<file path="src/rtl/tsi_pkg.sv">
package tsi_pkg;
  typedef enum logic [1:0] {
    TS_OFF  = 2'd0,
    TS_HDR  = 2'd1,
    TS_FIX  = 2'd2,
    TS_OFF3 = 2'd3
  } ts_mode_e;

  // byte offset of the EtherType field inside the frame
  localparam int ETYPE_OFS      = 12;
  // first byte overwritten in header mode
  localparam int HDR_STAMP_OFS  = 18;
  localparam logic [15:0] IPV4_ETYPE = 16'h0800;
endpackage

</file>
<file path="src/rtl/tsi_reset_sync.sv">
module tsi_reset_sync #(
  parameter int STAGES = 2
) (
  input  logic clk,
  input  logic rst_n,
  output logic rst_sync_n
);
  logic [STAGES-1:0] sync_q;

  always_ff @(posedge clk or negedge rst_n) begin
    if (!rst_n) sync_q <= '0;
    else        sync_q <= {sync_q[STAGES-2:0], 1'b1};
  end

  assign rst_sync_n = sync_q[STAGES-1];
endmodule

</file>
<file path="src/rtl/tsi_frame_tracker.sv">
module tsi_frame_tracker
  import tsi_pkg::*;
#(
  parameter int DATA_BYTES = 8,
  parameter int POS_W      = 11,
  parameter int BEAT_W     = 8,
  parameter int TS_W       = 24
) (
  input  logic              clk,
  input  logic              rst_n,
  input  logic              sw_rst,
  input  logic              beat_acc,
  input  logic              beat_last,
  input  logic [15:0]       etype_bytes,
  input  ts_mode_e          live_mode,
  input  logic [POS_W-1:0]  live_pos,
  input  logic              live_wide,
  input  logic [TS_W-1:0]   live_ts,
  output logic [BEAT_W-1:0] beat_idx,
  output ts_mode_e          eff_mode,
  output logic [POS_W-1:0]  eff_pos,
  output logic              eff_wide,
  output logic [TS_W-1:0]   eff_ts,
  output logic              is_ipv4
);
  localparam int ETYPE_BEAT = ETYPE_OFS / DATA_BYTES;
  localparam logic [BEAT_W-1:0] BEAT_MAX = '1;

  logic [BEAT_W-1:0] beat_q, beat_d;
  ts_mode_e          mode_q, mode_d;
  logic [POS_W-1:0]  pos_q, pos_d;
  logic              wide_q, wide_d;
  logic [TS_W-1:0]   ts_q, ts_d;
  logic              ipv4_q, ipv4_d;
  logic              sof;
  logic              upd_en;

  assign sof    = (beat_q == '0);
  assign upd_en = beat_acc | sw_rst;

  // next state
  always_comb begin
    beat_d = beat_q;
    mode_d = mode_q;
    pos_d  = pos_q;
    wide_d = wide_q;
    ts_d   = ts_q;
    ipv4_d = ipv4_q;
    if (sw_rst) begin
      beat_d = '0;
      ipv4_d = 1'b0;
    end else if (beat_acc) begin
      if (beat_last)              beat_d = '0;
      else if (beat_q != BEAT_MAX) beat_d = beat_q + 1'b1;
      if (sof) begin
        mode_d = live_mode;
        pos_d  = live_pos;
        wide_d = live_wide;
        ts_d   = live_ts;
        ipv4_d = 1'b0;
      end
      if (beat_q == BEAT_W'(ETYPE_BEAT))
        ipv4_d = (etype_bytes == IPV4_ETYPE);
    end
  end

  // registers
  always_ff @(posedge clk or negedge rst_n) begin
    if (!rst_n) begin
      beat_q <= '0;
      mode_q <= TS_OFF;
      pos_q  <= '0;
      wide_q <= 1'b0;
      ts_q   <= '0;
      ipv4_q <= 1'b0;
    end else if (upd_en) begin
      beat_q <= beat_d;
      mode_q <= mode_d;
      pos_q  <= pos_d;
      wide_q <= wide_d;
      ts_q   <= ts_d;
      ipv4_q <= ipv4_d;
    end
  end

  assign beat_idx = beat_q;
  assign eff_mode = sof ? live_mode : mode_q;
  assign eff_pos  = sof ? live_pos  : pos_q;
  assign eff_wide = sof ? live_wide : wide_q;
  assign eff_ts   = sof ? live_ts   : ts_q;
  assign is_ipv4  = ipv4_q;
endmodule

</file>
<file path="src/rtl/tsi_stamp_planner.sv">
module tsi_stamp_planner
  import tsi_pkg::*;
#(
  parameter int DATA_BYTES = 8,
  parameter int POS_W      = 11,
  parameter int BEAT_W     = 8,
  parameter int TS_W       = 24
) (
  input  logic [BEAT_W-1:0]       beat_idx,
  input  ts_mode_e                mode,
  input  logic [POS_W-1:0]        pos,
  input  logic                    wide,
  input  logic                    is_ipv4,
  input  logic [TS_W-1:0]         ts,
  output logic [DATA_BYTES-1:0]   lane_en,
  output logic [DATA_BYTES*8-1:0] lane_val
);
  localparam int LANE_W = $clog2(DATA_BYTES);
  localparam int CMP_W  = (BEAT_W > POS_W) ? BEAT_W : POS_W;
  localparam logic [POS_W-1:0] HDR_POS = POS_W'(HDR_STAMP_OFS);

  logic             active;
  logic [POS_W-1:0] start;
  logic [1:0]       len;
  logic             hit;
  logic [LANE_W-1:0] start_lane;
  logic [7:0]       sb0, sb1, sb2;

  always_comb begin
    active = 1'b0;
    start  = pos;
    len    = 2'd2;
    case (mode)
      TS_HDR: begin
        active = is_ipv4;
        start  = HDR_POS;
        len    = 2'd3;
      end
      TS_FIX: begin
        active = 1'b1;
        start  = pos;
        len    = wide ? 2'd3 : 2'd2;
      end
      default: ;
    endcase
  end

  assign start_lane = start[LANE_W-1:0];
  assign hit = active && (CMP_W'(beat_idx) == CMP_W'(start >> LANE_W));

  // stamp bytes, most significant first
  assign sb0 = (len == 2'd3) ? ts[TS_W-1 -: 8]  : ts[TS_W-9 -: 8];
  assign sb1 = (len == 2'd3) ? ts[TS_W-9 -: 8]  : ts[TS_W-17 -: 8];
  assign sb2 = ts[TS_W-17 -: 8];

  for (genvar k = 0; k < DATA_BYTES; k++) begin : g_lane
    logic [LANE_W:0] rel;
    logic [LANE_W:0] lane_no;
    assign lane_no = (LANE_W+1)'(k);
    assign rel     = lane_no - {1'b0, start_lane};
    assign lane_en[k] = hit && (lane_no >= {1'b0, start_lane})
                            && (rel < (LANE_W+1)'(len));
    always_comb begin
      case (rel)
        (LANE_W+1)'(0): lane_val[8*k +: 8] = sb0;
        (LANE_W+1)'(1): lane_val[8*k +: 8] = sb1;
        default:        lane_val[8*k +: 8] = sb2;
      endcase
    end
  end
endmodule

</file>
<file path="src/rtl/tsi_lane_writer.sv">
module tsi_lane_writer #(
  parameter int DATA_BYTES = 8
) (
  input  logic [DATA_BYTES*8-1:0] data_i,
  input  logic [DATA_BYTES-1:0]   lane_en,
  input  logic [DATA_BYTES*8-1:0] lane_val,
  output logic [DATA_BYTES*8-1:0] data_o
);
  for (genvar k = 0; k < DATA_BYTES; k++) begin : g_mux
    assign data_o[8*k +: 8] = lane_en[k] ? lane_val[8*k +: 8] : data_i[8*k +: 8];
  end
endmodule

</file>
<file path="src/rtl/tstamp_inserter.sv">
module tstamp_inserter
  import tsi_pkg::*;
#(
  parameter int DATA_BYTES      = 8,
  parameter int POS_W           = 11,
  parameter int TS_W            = 24,
  parameter int MAX_FRAME_BYTES = 1522
) (
  input  logic                    clk,
  input  logic                    rst_n,
  input  logic                    sw_rst,
  input  logic [1:0]              mode_i,
  input  logic [POS_W-1:0]        pos_i,
  input  logic                    wide_i,
  input  logic [TS_W-1:0]         tstamp_i,
  input  logic [DATA_BYTES*8-1:0] s_tdata,
  input  logic [DATA_BYTES-1:0]   s_tkeep,
  input  logic                    s_tvalid,
  input  logic                    s_tlast,
  output logic                    s_tready,
  output logic [DATA_BYTES*8-1:0] m_tdata,
  output logic [DATA_BYTES-1:0]   m_tkeep,
  output logic                    m_tvalid,
  output logic                    m_tlast,
  input  logic                    m_tready
);
  localparam int DATA_W     = DATA_BYTES * 8;
  localparam int BEAT_W     = $clog2(MAX_FRAME_BYTES / DATA_BYTES + 2);
  localparam int ETYPE_LANE = ETYPE_OFS % DATA_BYTES;

  logic              rst_sync_n;
  logic              beat_acc;
  logic [BEAT_W-1:0] beat_idx;
  ts_mode_e          eff_mode;
  logic [POS_W-1:0]  eff_pos;
  logic              eff_wide;
  logic [TS_W-1:0]   eff_ts;
  logic              is_ipv4;
  logic [DATA_BYTES-1:0] lane_en;
  logic [DATA_W-1:0] lane_val;
  logic [DATA_W-1:0] stamped;
  logic [15:0]       etype_bytes;

  logic                  vld_q, vld_d;
  logic [DATA_W-1:0]     data_q, data_d;
  logic [DATA_BYTES-1:0] keep_q, keep_d;
  logic                  last_q, last_d;
  logic                  load_en;

  assign s_tready    = m_tready;
  assign beat_acc    = s_tvalid & m_tready;
  assign etype_bytes = {s_tdata[8*ETYPE_LANE +: 8], s_tdata[8*(ETYPE_LANE+1) +: 8]};

  tsi_reset_sync #(.STAGES(2)) i_rst (
    .clk(clk), .rst_n(rst_n), .rst_sync_n(rst_sync_n)
  );

  tsi_frame_tracker #(
    .DATA_BYTES(DATA_BYTES), .POS_W(POS_W), .BEAT_W(BEAT_W), .TS_W(TS_W)
  ) i_track (
    .clk(clk), .rst_n(rst_sync_n), .sw_rst(sw_rst),
    .beat_acc(beat_acc), .beat_last(s_tlast), .etype_bytes(etype_bytes),
    .live_mode(ts_mode_e'(mode_i)), .live_pos(pos_i), .live_wide(wide_i),
    .live_ts(tstamp_i), .beat_idx(beat_idx), .eff_mode(eff_mode),
    .eff_pos(eff_pos), .eff_wide(eff_wide), .eff_ts(eff_ts), .is_ipv4(is_ipv4)
  );

  tsi_stamp_planner #(
    .DATA_BYTES(DATA_BYTES), .POS_W(POS_W), .BEAT_W(BEAT_W), .TS_W(TS_W)
  ) i_plan (
    .beat_idx(beat_idx), .mode(eff_mode), .pos(eff_pos), .wide(eff_wide),
    .is_ipv4(is_ipv4), .ts(eff_ts), .lane_en(lane_en), .lane_val(lane_val)
  );

  tsi_lane_writer #(.DATA_BYTES(DATA_BYTES)) i_write (
    .data_i(s_tdata), .lane_en(lane_en), .lane_val(lane_val), .data_o(stamped)
  );

  // output stage next state
  assign load_en = m_tready | sw_rst;
  always_comb begin
    vld_d  = sw_rst ? 1'b0 : s_tvalid;
    data_d = stamped;
    keep_d = s_tkeep;
    last_d = s_tlast;
  end

  always_ff @(posedge clk or negedge rst_sync_n) begin
    if (!rst_sync_n) begin
      vld_q  <= 1'b0;
      data_q <= '0;
      keep_q <= '0;
      last_q <= 1'b0;
    end else if (load_en) begin
      vld_q  <= vld_d;
      data_q <= data_d;
      keep_q <= keep_d;
      last_q <= last_d;
    end
  end

  assign m_tvalid = vld_q;
  assign m_tdata  = data_q;
  assign m_tkeep  = keep_q;
  assign m_tlast  = last_q;
endmodule

</file>
<file path="config.mk">
export PLATFORM = sky130hd
export DESIGN_NAME = tstamp_inserter
export DESIGN_NICKNAME = d
export VERILOG_FILES = /design/src/rtl/tsi_pkg.sv /design/src/rtl/tsi_reset_sync.sv /design/src/rtl/tsi_frame_tracker.sv /design/src/rtl/tsi_stamp_planner.sv /design/src/rtl/tsi_lane_writer.sv /design/src/rtl/tstamp_inserter.sv
export SDC_FILE = /design/constraint.sdc
export NUM_CORES = 1
export LEC_CHECK = 0
export ABC_AREA = 1
export ABC_CLOCK_PERIOD_IN_PS = 6430
export CAP_MARGIN = 0
export CORE_MARGIN = 2
export CORE_UTILIZATION = 25
export CTS_BUF_LIST = sky130_fd_sc_hd__clkbuf_4
export DETAILED_ROUTE_END_ITERATION = 8
export PLACE_DENSITY = 0.42
export RECOVER_POWER = 50
export SLEW_MARGIN = 15
export SYNTH_ARGS = -nofsm -noshare
export SYNTH_HDL_FRONTEND = slang
export SYNTH_HIERARCHICAL = 1
export SYNTH_SLANG_ARGS = --single-unit
</file>
<file path="constraint.sdc">
create_clock -name clk -period 6.43 [get_ports clk]
set_clock_uncertainty 0.15 [all_clocks]
set_input_delay 1.6075 -clock clk [delete_from_list [all_inputs] [get_ports clk]]
set_output_delay 1.6075 -clock clk [all_outputs]
set_load 0.02 [all_outputs]
</file>
==> results.toml <==
[status]
violations = "max-capacitance violations, max-slew violations"
status = "finished, violations left"

[yosys]
synth_cell_types = 37
yosysTopAreaCellShare_pct = 35.0
avgSynthCellArea_um2 = 6.57
syn_area_mm2 = 0.00880
ys_warn_count = 6
syn_nets = 1474
yosys_register_bits = 123
synth.yosys.seq_area_share_pct = 35.0
synthTopCellsByArea = "dfrtp_1 35%, nand2_1 29%, o21ai_0 6.0%, nand3_1 5.6%, inv_1 3.2%"
synth-edff-count = 0
async_flop_share_pct = 100
synth.most_common_cell = "nand2_1"
ys.flop_type = "dfrtp_1"
yosys.area.top_type = "dfrtp_1"
synth_cells = 1339
synth_common_cells = "679 x nand2_1, 123 x dfrtp_1, 105 x o21ai_0"

[routing]
drt_pre_antenna_iters = 7
post_drt_wl_per_cell_um = 16.8
drt-initial-drc-count = 605
wl_um = 33200
vias = 9004
detail-route-antenna-nets = 0
viasPerCell = 4.56
drc_errors = 0

[clock_network]
clockBufferDepth = 2
numCtsBuffers = 17
cts_setup_buffers = 0
clock_sinks = 123
ctsResizeCount = 0
clockRootBuffer = "clkbuf_4"
cts-hold-fix-buffers = 0
clk_transition_reported_paths_ns = 0.12
cts_tree = "built"
worstSkewPairLatency_ns = 0.59
htreeDepth = 4

[cells_and_area]
area_growth_pct = 27.3
nets = 1642
finalNonFillerCells = 1975
final_area_mm2 = 0.0112
drive_above_1_share_pct = 8.76

[pwr]
swShare_pct = 44.4
p_int_mw = 1.49
powerDensity_mw_per_mm2 = 239
p_leak_nw = 5.26
total_power_mw = 2.68
ir_worst_vdd_v = 0.0000862
p_sw_mw = 1.19
clkPwrFrac_pct = 20.5
pwr-share-seq_pct = 34.1
power_frac_comb_pct = 45.4

[critical_path]
slowest_delay_ns = 1.92
crit_arrival_ns = 5.47
critPathMaxFanout = 72
path_buf_inv = 3
crit_path_cell_trace = "clkbuf_1 -> clkbuf_1 -> nor2_1 -> buf_4 -> nand2_1 -> nand2_1"
crit_path_start_kind = "input port"
cp_slowest_cell = "clkbuf_1"
critical_path.top_delay_family = "buffers and inverters"
end_kind = "flop"
critPathKind = "in -> reg"
worstPathRequired_ns = 6.73

[placement]
dp_hpwl_um = 23400
placed_area_mm2 = 0.0110
place.gp.congestion = 0.896
dp_cells = 1943
port-buffer-count = 190
dp_worst_setup_slack_ns = 1.24

[floorplan]
initial_utilization_pct = 25.4
dieArea_mm2 = 0.0367
core.rowCount = 68
io_pins = 191
dieWidth_um = 192
die_h_um = 192
core_mm2 = 0.0346

[worst_hold_path]
min_path_type = "reg -> reg"

[timing]
period_needed_ns = 5.17
slew-limit-headroom_pct = -75.5
rsz0062_at_grt = "no"
slew_violations = 225
setup_ws_ns = 1.26
finalHoldViolations = 0
finalCritPeriodShare_pct = 80.4
setup_viol = 0
worst_pin_slew_ns = 2.63
fmax_mhz = 193
setup-tns-final_ns = 0

[grt]
antenna_found_initial = 1
grt_start_max_net_pins = 73
grt_pass1_vias = 8772
grt_use_total_pct = 18.4
grt_pass1_wl_um = 51500
grt-ovfl-total = 0

[job]
drv_cap = 4
-- power groups by stage --
stage / clock network [mW] / logic [mW] / registers, mW
after floorplan: 0 / 0.732 / 0.972
after global placement: 0 / 1.21 / 0.928
after detailed placement: 0 / 1.21 / 0.930
after CTS: 0.582 / 1.22 / 0.915
after global routing: 0.614 / 1.34 / 0.925
final: 0.550 / 1.21 / 0.912
-- metrics by stage --
step           hold WS [ns]  utilization, %
3_3_place_gp          0.183            31.7
6_report              0.214            32.4
4_1_cts               0.219            32.4
5_1_grt               0.235            32.4
3_5_place_dp          0.190            31.7
2_1_floorplan         0.181               -
-- final cells by class --
type	instances	area, um2
Multi-Input combinational cell	1064	4940
Fill cell	3869	23400
Inverter	92	348
Timing Repair Buffer	209	2030
Clock inverter	12	106
Clock buffer	19	143
Antenna cell	1	2.50
Sequential cell	123	3080
Tap cell	455	569
-- registers in the layout (all words and copies together) (netlist names) --
signal            count
m_tkeep               8
m_tdata              64
i_track/wide_q        1
i_track/ts_q         24
i_track/mode_q        2
i_track/is_ipv4       1
m_tlast               1
i_rst/sync_q          2
i_track/pos_q        11
m_tvalid              1
i_track/beat_idx      8
-- placed cells by master (no fill, tap or decap), types with 2 or more instances in the layout --
| master | n |
|---|---|
| a21oi_1 | 9 |
| a21oi_2 | 4 |
| a21oi_4 | 4 |
| buf_4 | 17 |
| bufinv_16 | 2 |
| clkbuf_1 | 2 |
| clkbuf_4 | 19 |
| clkdlybuf4s50_1 | 185 |
| clkinv_1 | 6 |
| clkinv_2 | 6 |
| dfrtp_1 | 123 |
| dlygate4sd3_1 | 3 |
| ha_1 | 19 |
| inv_1 | 76 |
| inv_2 | 13 |
| nand2_1 | 680 |
| nand2_2 | 6 |
| nand2_8 | 2 |
| nand3_1 | 98 |
| nand3_2 | 3 |
| nand3b_1 | 8 |
| nor2_1 | 35 |
| nor2_2 | 14 |
| nor2_4 | 3 |
| nor3_1 | 8 |
| o21ai_0 | 108 |
| o21ai_1 | 20 |
| o21ai_2 | 30 |
| o21ai_4 | 5 |
| xor2_1 | 2 |
-- metal layers --
layer,GRT usage [%],vias up,wire length [um]
met2,29.2,233,15200
met3,2.94,30,1510
met5,0,-,0
met1,25.7,4181,15900
li1,-,4560,-
met4,5.62,0,620
-- worst reg2reg max path, cell delays in order (launching register included) --
cell	delay, ns
dfrtp_1	0.49
inv_1	0.09
ha_1	0.14
nand2_1	0.08
nor2_4	0.54
nand2_1	0.14
o21ai_0	0.18
inv_1	0.11
ha_1	0.23
inv_2	0.21
nand2_2	0.15
nand2_1	0.27
inv_1	0.08
ha_1	0.30
inv_1	0.07
a21oi_1	0.19
nand3_1	0.11
nor3_1	0.28
buf_4	0.22
inv_2	0.08
nand2_1	0.06
nand2_1	0.05
o21ai_0	0.07
nand2_1	0.07
-- final timing paths --
path | start | to | slack [ns] | depth (start not counted)
worst max register to register | i_track/beat_idx[0] | m_tdata[39] | 1.94 | 23
worst max-delay path | sw_rst | m_tdata[42] | 1.26 | 6
worst min register to register | i_rst/sync_q[0] | i_rst/sync_q[1] | 0.21 | 0
worst min-delay path | i_rst/sync_q[0] | i_rst/sync_q[1] | 0.21 | 0
max in group asynchronous | i_rst/sync_q[1] | m_tdata[39] | 2.41 | 1
min in group asynchronous | i_rst/sync_q[1] | m_tkeep[1] | 0.88 | 0
-- logic make-up after synthesis --
kind of cell / count (synthesis) / share of synthesized area [%]
and+or+nand+nor: 860 / 40.2
AOI/OAI and AO/OA: 181 / 12.9
buffers and inverters: 152 / 8.84
adders and majority gates: 19 / 2.70
other: 1 / 0.0426
DFF: 123 / 35.0
xor gates and xnor gates: 3 / 0.299
Note: power is estimated with default switching activity, not from simulation.
